===== src/rtl/irq_steer_pkg.sv =====
package irq_steer_pkg;
  localparam int FIELD_W   = 2;
  localparam int SLOTS     = 4;
  localparam int ADR_PCI   = 0;
  localparam int ADR_LOC   = 1;
  localparam int ADR_ISA   = 2;
  localparam int ADR_KBD   = 3;
  localparam int ADR_PANIC = 4;
  localparam int ADR_XBAR0 = 5;

  function automatic int regs_for(input int n);
    return (n + SLOTS - 1) / SLOTS;
  endfunction

  // index of a source inside its own group
  function automatic int src_index(input int i, input int np, input int nl);
    if (i < np) return i;
    else if (i < np + nl) return i - np;
    else return i - np - nl;
  endfunction

  // crossbar register (0-based) that holds the source's field
  function automatic int src_xreg(input int i, input int np, input int nl);
    int base;
    if (i < np) base = 0;
    else if (i < np + nl) base = regs_for(np);
    else base = regs_for(np) + regs_for(nl);
    return base + src_index(i, np, nl) / SLOTS;
  endfunction

  function automatic int src_slot(input int i, input int np, input int nl);
    return src_index(i, np, nl) % SLOTS;
  endfunction
endpackage


===== src/rtl/irq_steer_regs.sv =====
module irq_steer_regs
  import irq_steer_pkg::*;
#(
  parameter int NP   = 7,
  parameter int NL   = 6,
  parameter int NI   = 3,
  parameter int NPAN = 5,
  parameter int AW   = 4,
  parameter int DW   = 32,
  localparam int NS  = NP + NL + NI
) (
  input  logic                 clk,
  input  logic                 rst,
  input  logic                 we,
  input  logic [AW-1:0]        addr,
  input  logic [DW-1:0]        wdata,
  input  logic [NPAN-1:0]      panic_evt,
  output logic [NS-1:0]        en_all,
  output logic [FIELD_W*NS-1:0] codes,
  output logic [NPAN-1:0]      panic_q,
  output logic                 panic_irq
);
  logic [NP-1:0]   en_pci;
  logic [NL-1:0]   en_loc;
  logic [NI-1:0]   en_isa;
  logic [NPAN-1:0] clr_mask;
  logic [NPAN-1:0] panic_d;

  assign en_all = {en_isa, en_loc, en_pci};

  always_ff @(posedge clk) begin
    if (rst) begin
      en_pci <= '0;
      en_loc <= '0;
      en_isa <= '0;
    end else if (we) begin
      if (addr == AW'(ADR_PCI)) en_pci <= wdata[NP-1:0];
      if (addr == AW'(ADR_LOC)) en_loc <= wdata[NL-1:0];
      if (addr == AW'(ADR_ISA)) en_isa <= wdata[NI-1:0];
    end
  end

  // one field register per source, placed by its group position
  for (genvar i = 0; i < NS; i++) begin : g_field
    localparam int XR = src_xreg(i, NP, NL);
    localparam int SL = src_slot(i, NP, NL);
    always_ff @(posedge clk) begin
      if (rst)
        codes[FIELD_W*i +: FIELD_W] <= '0;
      else if (we && addr == AW'(ADR_XBAR0 + XR))
        codes[FIELD_W*i +: FIELD_W] <= wdata[FIELD_W*SL +: FIELD_W];
    end
  end

  // sticky causes: new pulses override a simultaneous clear
  always_comb begin
    clr_mask = (we && addr == AW'(ADR_PANIC)) ? wdata[NPAN-1:0] : '0;
    panic_d  = (panic_q & ~clr_mask) | panic_evt;
  end

  always_ff @(posedge clk) begin
    if (rst) begin
      panic_q   <= '0;
      panic_irq <= 1'b0;
    end else begin
      panic_q   <= panic_d;
      panic_irq <= |panic_d;
    end
  end
endmodule


===== src/rtl/irq_steer_route.sv =====
module irq_steer_route
  import irq_steer_pkg::*;
#(
  parameter int NS     = 16,
  parameter int NLINES = 3
) (
  input  logic                  clk,
  input  logic                  rst,
  input  logic [NS-1:0]         src,
  input  logic [NS-1:0]         en,
  input  logic [FIELD_W*NS-1:0] codes,
  output logic [NLINES-1:0]     cpu_irq
);
  logic [NS-1:0] live;
  assign live = src & en;

  for (genvar l = 0; l < NLINES; l++) begin : g_line
    logic [NS-1:0] sel;
    for (genvar i = 0; i < NS; i++) begin : g_src
      assign sel[i] = (codes[FIELD_W*i +: FIELD_W] == FIELD_W'(l));
    end
    always_ff @(posedge clk) begin
      if (rst) cpu_irq[l] <= 1'b0;
      else     cpu_irq[l] <= |(live & sel);
    end
  end
endmodule


===== src/rtl/irq_steer_xbar.sv =====
module irq_steer_xbar
  import irq_steer_pkg::*;
#(
  parameter int NP     = 7,
  parameter int NL     = 6,
  parameter int NI     = 3,
  parameter int NPAN   = 5,
  parameter int NLINES = 3,
  parameter int AW     = 4,
  parameter int DW     = 32,
  localparam int NS     = NP + NL + NI,
  localparam int N_XBAR = regs_for(NP) + regs_for(NL) + regs_for(NI),
  localparam int XW     = (N_XBAR > 1) ? $clog2(N_XBAR) : 1
) (
  input  logic              clk,
  input  logic              rst,
  input  logic [NS-1:0]     src_in,
  input  logic [NPAN-1:0]   panic_evt,
  input  logic              bus_we,
  input  logic [AW-1:0]     bus_addr,
  input  logic [DW-1:0]     bus_wdata,
  output logic [DW-1:0]     bus_rdata,
  output logic [NLINES-1:0] cpu_irq,
  output logic              panic_irq
);
  logic [NS-1:0]         en_all;
  logic [FIELD_W*NS-1:0] codes;
  logic [NPAN-1:0]       panic_q;
  logic [FIELD_W*SLOTS-1:0] xview [N_XBAR];
  logic [DW-1:0]         rd_d;
  logic [XW-1:0]         xidx;

  irq_steer_regs #(
    .NP(NP), .NL(NL), .NI(NI), .NPAN(NPAN), .AW(AW), .DW(DW)
  ) u_regs (
    .clk(clk), .rst(rst), .we(bus_we), .addr(bus_addr), .wdata(bus_wdata),
    .panic_evt(panic_evt), .en_all(en_all), .codes(codes),
    .panic_q(panic_q), .panic_irq(panic_irq)
  );

  irq_steer_route #(.NS(NS), .NLINES(NLINES)) u_route (
    .clk(clk), .rst(rst), .src(src_in), .en(en_all), .codes(codes),
    .cpu_irq(cpu_irq)
  );

  // reassemble crossbar words; slots without a source stay zero
  always_comb begin
    for (int r = 0; r < N_XBAR; r++) xview[r] = '0;
    for (int i = 0; i < NS; i++)
      xview[src_xreg(i, NP, NL)][FIELD_W*src_slot(i, NP, NL) +: FIELD_W] =
        codes[FIELD_W*i +: FIELD_W];
  end

  assign xidx = XW'(bus_addr - AW'(ADR_XBAR0));

  always_comb begin
    rd_d = '0;
    if (bus_addr == AW'(ADR_PCI))        rd_d = DW'(src_in[NP-1:0]);
    else if (bus_addr == AW'(ADR_LOC))   rd_d = DW'(src_in[NP +: NL]);
    else if (bus_addr == AW'(ADR_ISA))   rd_d = DW'(src_in[NP+NL +: NI]);
    else if (bus_addr == AW'(ADR_PANIC)) rd_d = DW'(panic_q);
    else if (bus_addr >= AW'(ADR_XBAR0) && bus_addr < AW'(ADR_XBAR0 + N_XBAR))
      rd_d = DW'(xview[xidx]);
  end

  always_ff @(posedge clk) begin
    if (rst) bus_rdata <= '0;
    else     bus_rdata <= rd_d;
  end
endmodule


===== config.mk =====
export PLATFORM = sky130hd
export DESIGN_NAME = irq_steer_xbar
export DESIGN_NICKNAME = d
export VERILOG_FILES = /design/src/rtl/irq_steer_pkg.sv /design/src/rtl/irq_steer_regs.sv /design/src/rtl/irq_steer_route.sv /design/src/rtl/irq_steer_xbar.sv
export SDC_FILE = /design/constraint.sdc
export NUM_CORES = 1
export LEC_CHECK = 0
export BUFFER_PORTS_ARGS = -buffer_cell sky130_fd_sc_hd__buf_2
export CAP_MARGIN = 20
export CORE_MARGIN = 2
export CORE_UTILIZATION = 57
export CTS_CLUSTER_DIAMETER = 50
export CTS_CLUSTER_SIZE = 40
export DETAILED_ROUTE_END_ITERATION = 6
export PLACE_DENSITY = 0.95
export SYNTH_ARGS = -nofsm -noshare
export SYNTH_HDL_FRONTEND = slang
export SYNTH_SLANG_ARGS = --single-unit

===== constraint.sdc =====
create_clock -name clk -period 6 [get_ports clk]
set_input_delay 0.6 -clock clk [delete_from_list [all_inputs] [get_ports clk]]
set_output_delay 0.6 -clock clk [all_outputs]
set_load 0.05 [all_outputs]

==> results.rst, run 1 <==
.. list-table::
   :header-rows: 1

   * - Metric
     - Value
   * - Run status
     - complete, no violations
   * - Required @ worst endpoint
     - 6240 ps
   * - Fraction of power consumed by sequential logic
     - 46.9%
   * - Cell Area, Placed
     - 3670 µm²
   * - FP Rows
     - 28
   * - Leakage power summed over all cells
     - 1.57 nW
   * - Clock network power share
     - 39.3%
   * - Number of gates resized after CTS
     - 0
   * - Post-synthesis xor/xnor area fraction
     - 0.247%
   * - DRC violations left
     - 0
   * - Basic-gate share of the synthesized area counting and, or, nand and nor cells
     - 29.1%
   * - Crit path launch
     - bus_addr[0]
   * - Number of nets in the layout
     - 532
   * - Worst flop-to-flop path startpoint
     - u_regs.codes[8]$_SDFFE_PP0P_
   * - Area of the placeable core
     - 5960 µm²
   * - Detailed placer's ending HPWL
     - 7460 µm
   * - Synth warn
     - 0
   * - Library cell with the largest summed area after synthesis
     - sky130_fd_sc_hd__dfxtp_1
   * - Hold path startpoint
     - panic_evt[3]
   * - Cell count after synthesis
     - 435
   * - Worst Setup Start Kind
     - input pin
   * - Clock transition at the registers of the reported paths
     - 70 ps
   * - Cell chosen for the clock root
     - sky130_fd_sc_hd__clkbuf_8
   * - Post-synthesis adder-cell area fraction
     - 1.77%
   * - Endpoint kind of the worst setup timing path
     - register
   * - DP Worst Slack
     - 3060 ps
   * - Largest net degree at the start of global routing
     - 64
   * - PnR worst setup slack
     - 3320 ps
   * - FILL cells
     - 500
   * - Worst reg2reg setup slack
     - 4280 ps
   * - Compound-cell area share of the yosys netlist
     - 11.8%
   * - Clk sinks
     - 65
   * - DRC violation total after the first TritonRoute iteration
     - 507
   * - Number of global-route vias before repair
     - 3288
   * - Final Max Tran Viols
     - 0
   * - Clock buffers created by TritonCTS
     - 9
   * - Maximum resistive drop on vdd
     - 0.000197 V
   * - Antenna Cells
     - 0
   * - Unrepaired setup endpoints after global routing
     - no
   * - Final total power
     - 953 µW
   * - Sw Pwr
     - 290 µW
   * - Number of antenna-violating nets in the routed design
     - 0
   * - Switching Fraction
     - 30.4%
   * - Area of all placed cells without fillers
     - 3890 µm²
   * - Effective utilization at floorplan
     - 59.5%
   * - Total gr overflow
     - 0
   * - Transition time at the pin with the least slew margin
     - 1050 ps
   * - Number of iterations in the first detailed-routing pass
     - 6
   * - Die Span Y
     - 82.8 µm
   * - Maximum clock path buffer count
     - 2
   * - Cells taking the most area after synthesis
     - sky130_fd_sc_hd__dfxtp_1 37%, sky130_fd_sc_hd__mux2i_1 10%, sky130_fd_sc_hd__nand2_1 6.8%
   * - Fin Clk Skew
     - 8.93 ps
   * - Timing-limited maximum frequency
     - 374 MHz
   * - Share of synthesized area occupied by flip-flops and latches
     - 36.7%
   * - Proportion of register bits with asynchronous set or reset after synthesis
     - 0%
   * - Number of enable flip-flop cells after synthesis
     - 0
   * - Share of the synthesized area in the top cell type
     - 36.7%
   * - Via count of the routed design
     - 3509
   * - Prevailing post-synth register cell
     - sky130_fd_sc_hd__dfxtp_1
   * - Area of the mapped netlist
     - 3540 µm²
   * - Area added between synthesis and finish
     - 9.75%
   * - Class of the most critical setup path
     - in2reg
   * - Power per Cell Area
     - 245 nW/µm²
   * - Cell internal power dissipation
     - 663 µW
   * - I/O pin cnt
     - 96
   * - Number of vias per cell
     - 6.41
   * - Max-slew headroom at the worst pin
     - 29.4%
   * - CTS tree
     - yes
   * - Multiplexer share of the synthesized area
     - 11.4%
   * - Maximum fanout along the worst path
     - 18
   * - Overall die width
     - 82.8 µm
   * - Arrival @ worst endpoint
     - 2910 ps
   * - Largest family of logic cells by synthesized area
     - simple AND/OR/NAND/NOR gates
   * - Min cycle time layout
     - 2680 ps
   * - Final core utilization
     - 65.3%
   * - Number of max-capacitance violations reported
     - 0
   * - Synthesis-stage register bit count
     - 65
   * - Fraction of power consumed by combinational cells
     - 13.8%
   * - Global-route usage over all layers
     - 29.9%
   * - Yosys cell types
     - 45
   * - H-tree levels
     - 3
   * - Insertion delay to the later sink of the worst-skew pair
     - 360 ps
   * - Routed length per instance
     - 19.0 µm
   * - Setup total negative slack
     - 0 ps
   * - Hold Vio Cnt, Final
     - 0
   * - Number of setup buffers added after CTS
     - 0
   * - Die ar.
     - 6860 µm²
   * - Port buffer count
     - 47
   * - Share of post-route cells with drive strength above 1
     - 14.2%
   * - Min-delay worst type
     - in2reg
   * - Average cell area after synthesis
     - 8.14 µm²
   * - Final setup violating endpoints
     - 0
   * - Hold-fix buffers at CTS
     - 0
   * - Number of antenna violations at the first check in global routing
     - 0
   * - Final critical-path share of the clock period
     - 44.6%
   * - First-pass GRT wire length
     - 16200 µm
   * - GPL Wtd Cong
     - 0.974
   * - Total length of routed wires
     - 10400 µm
-- routing by layer --
metal / vias to the layer above / global-route usage, % / share of wire, %
met3: 52 / 5.96 / 10
met2: 257 / 47.9 / 46
met1: 1633 / 37.3 / 38
li1: 1567 / - / -
met4: 0 / 17.6 / 5.5
met5: - / 0 / 0
-- final timing paths --
path / end / cells after the start
worst min register to register: u_regs.codes[4]$_SDFFE_PP0P_ / 2
worst max register to register: u_route.cpu_irq[0]$_SDFF_PP0_ / 4
worst min-delay path: u_regs.panic_q[3]$_SDFF_PP0_ / 3
worst max-delay path: bus_rdata[1]$_SDFF_PP0_ / 7
-- kinds of logic after synthesis --
group,count (synthesis)
simple gates,199
buf+inv,58
flops,65
compound gates,66
fa+ha+maj,5
other cells,1
mux,40
xor+xnor,1
-- worst max-delay path, stage by stage --
cell and delay, ps:
sky130_fd_sc_hd__buf_2 370, sky130_fd_sc_hd__inv_1 200, sky130_fd_sc_hd__ha_1 270, sky130_fd_sc_hd__xnor2_1 820, sky130_fd_sc_hd__nor2b_1 140, sky130_fd_sc_hd__a221oi_1 360
sky130_fd_sc_hd__o22ai_1 140
-- cells in the mapped netlist (2+ instances only) --
master and instances:
sky130_fd_sc_hd__a41oi_1 3, sky130_fd_sc_hd__mux2_2 3, sky130_fd_sc_hd__buf_4 24, sky130_fd_sc_hd__nor3b_1 4, sky130_fd_sc_hd__and4bb_1 2, sky130_fd_sc_hd__nand3_1 9, sky130_fd_sc_hd__buf_1 3, sky130_fd_sc_hd__nor2_1 47
sky130_fd_sc_hd__a211oi_1 3, sky130_fd_sc_hd__and3b_1 3, sky130_fd_sc_hd__o2bb2ai_1 4, sky130_fd_sc_hd__nand2_1 64, sky130_fd_sc_hd__ha_1 5, sky130_fd_sc_hd__dfxtp_1 65, sky130_fd_sc_hd__or3_1 2, sky130_fd_sc_hd__nand4b_1 23
sky130_fd_sc_hd__o22ai_1 2, sky130_fd_sc_hd__nor4bb_1 2, sky130_fd_sc_hd__inv_1 8, sky130_fd_sc_hd__a21oi_1 29, sky130_fd_sc_hd__nor4_1 3, sky130_fd_sc_hd__nand4_1 5, sky130_fd_sc_hd__mux2i_1 37, sky130_fd_sc_hd__a221oi_1 3
sky130_fd_sc_hd__and2_1 4, sky130_fd_sc_hd__nand2b_1 2, sky130_fd_sc_hd__nor3_1 20, sky130_fd_sc_hd__buf_2 6, sky130_fd_sc_hd__a22oi_1 6, sky130_fd_sc_hd__clkbuf_1 17, sky130_fd_sc_hd__nor2b_1 4, sky130_fd_sc_hd__a31oi_1 3
sky130_fd_sc_hd__o21ai_0 8
-- registers in the layout, summed over array words and instances (netlist names) --
register / cells
u_regs.codes: 32
u_route.cpu_irq: 3
u_regs.en_pci: 7
bus_rdata: 8
u_regs.panic_q: 5
u_regs.en_loc: 6
u_regs.en_isa: 3
u_regs.panic_irq: 1
-- area by class of cell --
cell class,instances,area (µm²),share of cell area [%]
Tap cell,75,93.8,2.41
Timing Repair Buffer,48,255,6.57
Clock inverter,7,71.3,1.83
Clock buffer,9,124,3.19
Multi-Input combinational cell,335,2010,51.8
Inverter,8,30.0,0.772
Sequential cell,65,1300,33.5
-- power groups by stage --
stage               clock network [mW]  logic (mW)  registers (mW)
finish                           0.374       0.132           0.447
global route                     0.389       0.139           0.447
CTS                              0.374       0.127           0.446
detailed placement                   0       0.126           0.456
global placement                     0       0.124           0.456
floorplan                            0      0.0979           0.462
-- stage by stage --
step                      instances  hold WS [ps]
final                           547           462
after global routing            547           481
after CTS                       546           461
after detailed placement        530           487
after global placement          530           468
after floorplan                 458           457
-- cell usage in the layout (no fill, tap or decap), types with 5 or more instances in the layout --
master	Yosys	layout
sky130_fd_sc_hd__a21oi_1	29	29
sky130_fd_sc_hd__a22oi_1	6	6
sky130_fd_sc_hd__buf_2	6	47
sky130_fd_sc_hd__clkbuf_8	0	9
sky130_fd_sc_hd__conb_1	1	24
sky130_fd_sc_hd__dfxtp_1	65	65
sky130_fd_sc_hd__ha_1	5	5
sky130_fd_sc_hd__inv_1	8	8
sky130_fd_sc_hd__mux2i_1	37	37
sky130_fd_sc_hd__nand2_1	64	64
sky130_fd_sc_hd__nand3_1	9	9
sky130_fd_sc_hd__nand4_1	5	5
sky130_fd_sc_hd__nand4b_1	23	23
sky130_fd_sc_hd__nor2_1	47	47
sky130_fd_sc_hd__nor3_1	20	20
sky130_fd_sc_hd__o21ai_0	8	8
(Power assumes the default switching activity.)
==> run 2, diff against run 1 <==
ABC_AREA = 1   (was default)
CORE_UTILIZATION = 48   (was 57)
PLACE_DENSITY = 0.89   (was 0.95)
clock period = 2.3 ns   (was 6 ns; I/O delays follow)
==> run 2 against run 1 <==
Sequential power rose to 2.6 times the previous value. Die area rose by 22%. Flip-flop and latch count did not move. Clock-buffer cell count rose by 2. Register-to-register slack got worse by 3200 ps. Synthesized cell count rose by 29%. Cell count rose by 30%. Sequential share of layout area fell by 1.6 points. Combinational power rose to 3.3 times the previous value. Power rose to 2.7 times the previous value. Critical endpoint is now u_regs.en_isa[0]$_SDFFE_PP0P_.
==> results.rst, run 2 <==
.. list-table::
   :header-rows: 1

   * - Metric
     - Value
   * - Min-delay worst type
     - in2reg
   * - Cell Area, Placed
     - 3890 µm²
   * - Largest net degree at the start of global routing
     - 42
   * - GPL Wtd Cong
     - 0.970
   * - Synth warn
     - 0
   * - Final critical-path share of the clock period
     - 65.5%
   * - Overall die width
     - 91.5 µm
   * - Number of setup buffers added after CTS
     - 0
   * - Area of the mapped netlist
     - 3670 µm²
   * - Hold Vio Cnt, Final
     - 0
   * - Transition time at the pin with the least slew margin
     - 996 ps
   * - Leakage power summed over all cells
     - 1.92 nW
   * - Number of antenna violations at the first check in global routing
     - 0
   * - Maximum clock path buffer count
     - 2
   * - Run status
     - complete, no violations
   * - Total gr overflow
     - 0
   * - Number of antenna-violating nets in the routed design
     - 0
   * - Class of the most critical setup path
     - in2reg
   * - Min cycle time layout
     - 1510 ps
   * - Max-slew headroom at the worst pin
     - 33.2%
   * - FP Rows
     - 31
   * - Number of nets in the layout
     - 671
   * - Setup total negative slack
     - 0 ps
   * - H-tree levels
     - 3
   * - Endpoint kind of the worst setup timing path
     - register
   * - DRC violations left
     - 0
   * - Antenna Cells
     - 0
   * - Clk sinks
     - 65
   * - Share of the synthesized area in the top cell type
     - 35.4%
   * - Clock transition at the registers of the reported paths
     - 80 ps
   * - Cell chosen for the clock root
     - sky130_fd_sc_hd__clkbuf_8
   * - Worst Setup Start Kind
     - input pin
   * - CTS tree
     - yes
   * - Via count of the routed design
     - 3866
   * - Maximum resistive drop on vdd
     - 0.000470 V
   * - Total length of routed wires
     - 10600 µm
   * - Largest registers
     - u_regs.codes: 32 flops, bus_rdata: 8 flops, u_regs.en_pci: 7 flops
   * - Number of max-capacitance violations reported
     - 0
   * - Area of all placed cells without fillers
     - 4090 µm²
   * - Timing-limited maximum frequency
     - 664 MHz
   * - Final Max Tran Viols
     - 0
   * - Final core utilization
     - 55.7%
   * - Library cell with the largest summed area after synthesis
     - sky130_fd_sc_hd__dfxtp_1
   * - Required @ worst endpoint
     - 2550 ps
   * - Synthesis-stage register bit count
     - 65
   * - Final setup violating endpoints
     - 0
   * - Commonest cells in the synthesized netlist
     - 101 x sky130_fd_sc_hd__nand2_1, 66 x sky130_fd_sc_hd__inv_1, 65 x sky130_fd_sc_hd__dfxtp_1
   * - Clock buffers created by TritonCTS
     - 9
   * - Top register by number of flip-flops
     - u_regs.codes
   * - Number of global-route vias before repair
     - 3409
   * - Maximum fanout along the worst path
     - 41
   * - Port buffer count
     - 47
   * - Average cell area after synthesis
     - 6.54 µm²
   * - Number of flip-flops in the largest register
     - 32
   * - Die ar.
     - 8360 µm²
   * - Hold-fix buffers at CTS
     - 0
   * - Die Span Y
     - 91.5 µm
   * - Number of enable flip-flop cells after synthesis
     - 0
   * - Area of the placeable core
     - 7330 µm²
   * - FILL cells
     - 702
   * - Cells taking the most area after synthesis
     - sky130_fd_sc_hd__dfxtp_1 35%, sky130_fd_sc_hd__nand2_1 10%, sky130_fd_sc_hd__o21ai_0 7.5%
   * - Global-route usage over all layers
     - 25.6%
   * - Fin Clk Skew
     - 8.53 ps
   * - Proportion of register bits with asynchronous set or reset after synthesis
     - 0%
   * - Effective utilization at floorplan
     - 50.1%
   * - I/O pin cnt
     - 96
   * - DRC violation total after the first TritonRoute iteration
     - 494
   * - Detailed placer's ending HPWL
     - 7810 µm
   * - Number of cells in the design after placement
     - 694
   * - Arrival @ worst endpoint
     - 1750 ps
   * - Prevailing post-synth register cell
     - sky130_fd_sc_hd__dfxtp_1
   * - Number of vias per cell
     - 5.45
   * - Power per Cell Area
     - 636 nW/µm²
   * - Yosys cell types
     - 31
   * - Number of iterations in the first detailed-routing pass
     - 5
   * - Number of gates resized after CTS
     - 0
   * - Most repeated cell in the gate-level netlist after synthesis
     - sky130_fd_sc_hd__nand2_1
   * - Unrepaired setup endpoints after global routing
     - no
   * - Commonest cells after routing, fill and taps aside
     - 101 x sky130_fd_sc_hd__nand2_1, 66 x sky130_fd_sc_hd__inv_1, 65 x sky130_fd_sc_hd__dfxtp_1
   * - Share of synthesized area occupied by flip-flops and latches
     - 35.4%
   * - Cell count after synthesis
     - 561
   * - Share of post-route cells with drive strength above 1
     - 14.7%
   * - Commonest non-fill, non-tap cell in the layout
     - sky130_fd_sc_hd__nand2_1
   * - Post-route worst hold slack
     - 95.2 ps
   * - Area added between synthesis and finish
     - 11.3%
   * - Routed length per instance
     - 14.9 µm
   * - Insertion delay to the later sink of the worst-skew pair
     - 350 ps
   * - Filler-free cell count of the finished design
     - 710
   * - First-pass GRT wire length
     - 16500 µm
-- run 2: cell types whose count changed after synthesis, moves of 5 or more --
cell / change
sky130_fd_sc_hd__a21oi_1: +14
sky130_fd_sc_hd__a22oi_1: -6
sky130_fd_sc_hd__clkbuf_1: -9
sky130_fd_sc_hd__inv_1: +58
sky130_fd_sc_hd__inv_2: +5
sky130_fd_sc_hd__mux2i_1: -37
sky130_fd_sc_hd__nand2_1: +37
sky130_fd_sc_hd__nand3_1: +43
sky130_fd_sc_hd__nand4b_1: -23
sky130_fd_sc_hd__nor2_1: +13
sky130_fd_sc_hd__nor3_1: +8
sky130_fd_sc_hd__o21ai_0: +47
sky130_fd_sc_hd__o21ai_1: +9
-- run 2: logic make-up after synthesis --
group | after synthesis | synth area share [%]
buffers and inverters | 118 | 15.5
DFF | 65 | 35.4
adders and majority gates | 5 | 1.70
and+or+nand+nor | 257 | 30.9
AOI/OAI and AO/OA | 115 | 16.3
other | 1 | 0.102
-- run 2: worst paths after layout --
check	startpoint	to	slack (ps)	depth (start not counted)
worst max-delay path	rst	u_regs.en_isa[0]$_SDFFE_PP0P_	790	5
worst min-delay path	panic_evt[2]	u_regs.panic_q[2]$_SDFF_PP0_	100	3
worst max register to register	u_regs.codes[15]$_SDFFE_PP0P_	u_route.cpu_irq[1]$_SDFF_PP0_	1080	7
worst min register to register	u_regs.codes[22]$_SDFFE_PP0P_	u_regs.codes[22]$_SDFFE_PP0P_	510	2
-- run 2: routing by layer --
metal | part of all wire [%] | vias to the layer above | global-route usage, %
li1 | - | 1857 | -
met1 | 39 | 1717 | 32.8
met2 | 45 | 249 | 39.5
met3 | 12 | 43 | 7.97
met4 | 4.2 | 0 | 11.1
met5 | 0 | - | 0
-- run 2: report_power, final --
| part | leakage, nW | total [mW] | switching, mW | internal (mW) |
|---|---|---|---|---|
| clock | 0.0953 | 0.981 | 0.455 | 0.526 |
| sequential | 0.528 | 1.18 | 0.0192 | 1.16 |
| combinational | 1.29 | 0.436 | 0.331 | 0.105 |
-- run 2: stage by stage --
stage	setup WS, ps	power [mW]
after global routing	699	2.70
after CTS	823	2.60
final	793	2.60
after global placement	514	1.62
after detailed placement	468	1.63
after floorplan	690	1.54
-- run 2: critical path, stage by stage --
cell and delay [ps]:
sky130_fd_sc_hd__buf_2 90, sky130_fd_sc_hd__clkinv_1 750, sky130_fd_sc_hd__buf_4 490, sky130_fd_sc_hd__o21ai_0 120, sky130_fd_sc_hd__nor2_1 70
-- run 2: layout make-up --
| type | count | area (µm²) | area share, % |
|---|---|---|---|
| clock buffers | 11 | 141 | 3.46 |
| clock inverters | 5 | 55.1 | 1.35 |
| inverters | 74 | 283 | 6.92 |
| multi-input cells | 401 | 1890 | 46.2 |
| flip-flops and latches | 65 | 1300 | 31.9 |
| well taps | 99 | 124 | 3.03 |
| repair buffers | 55 | 295 | 7.23 |
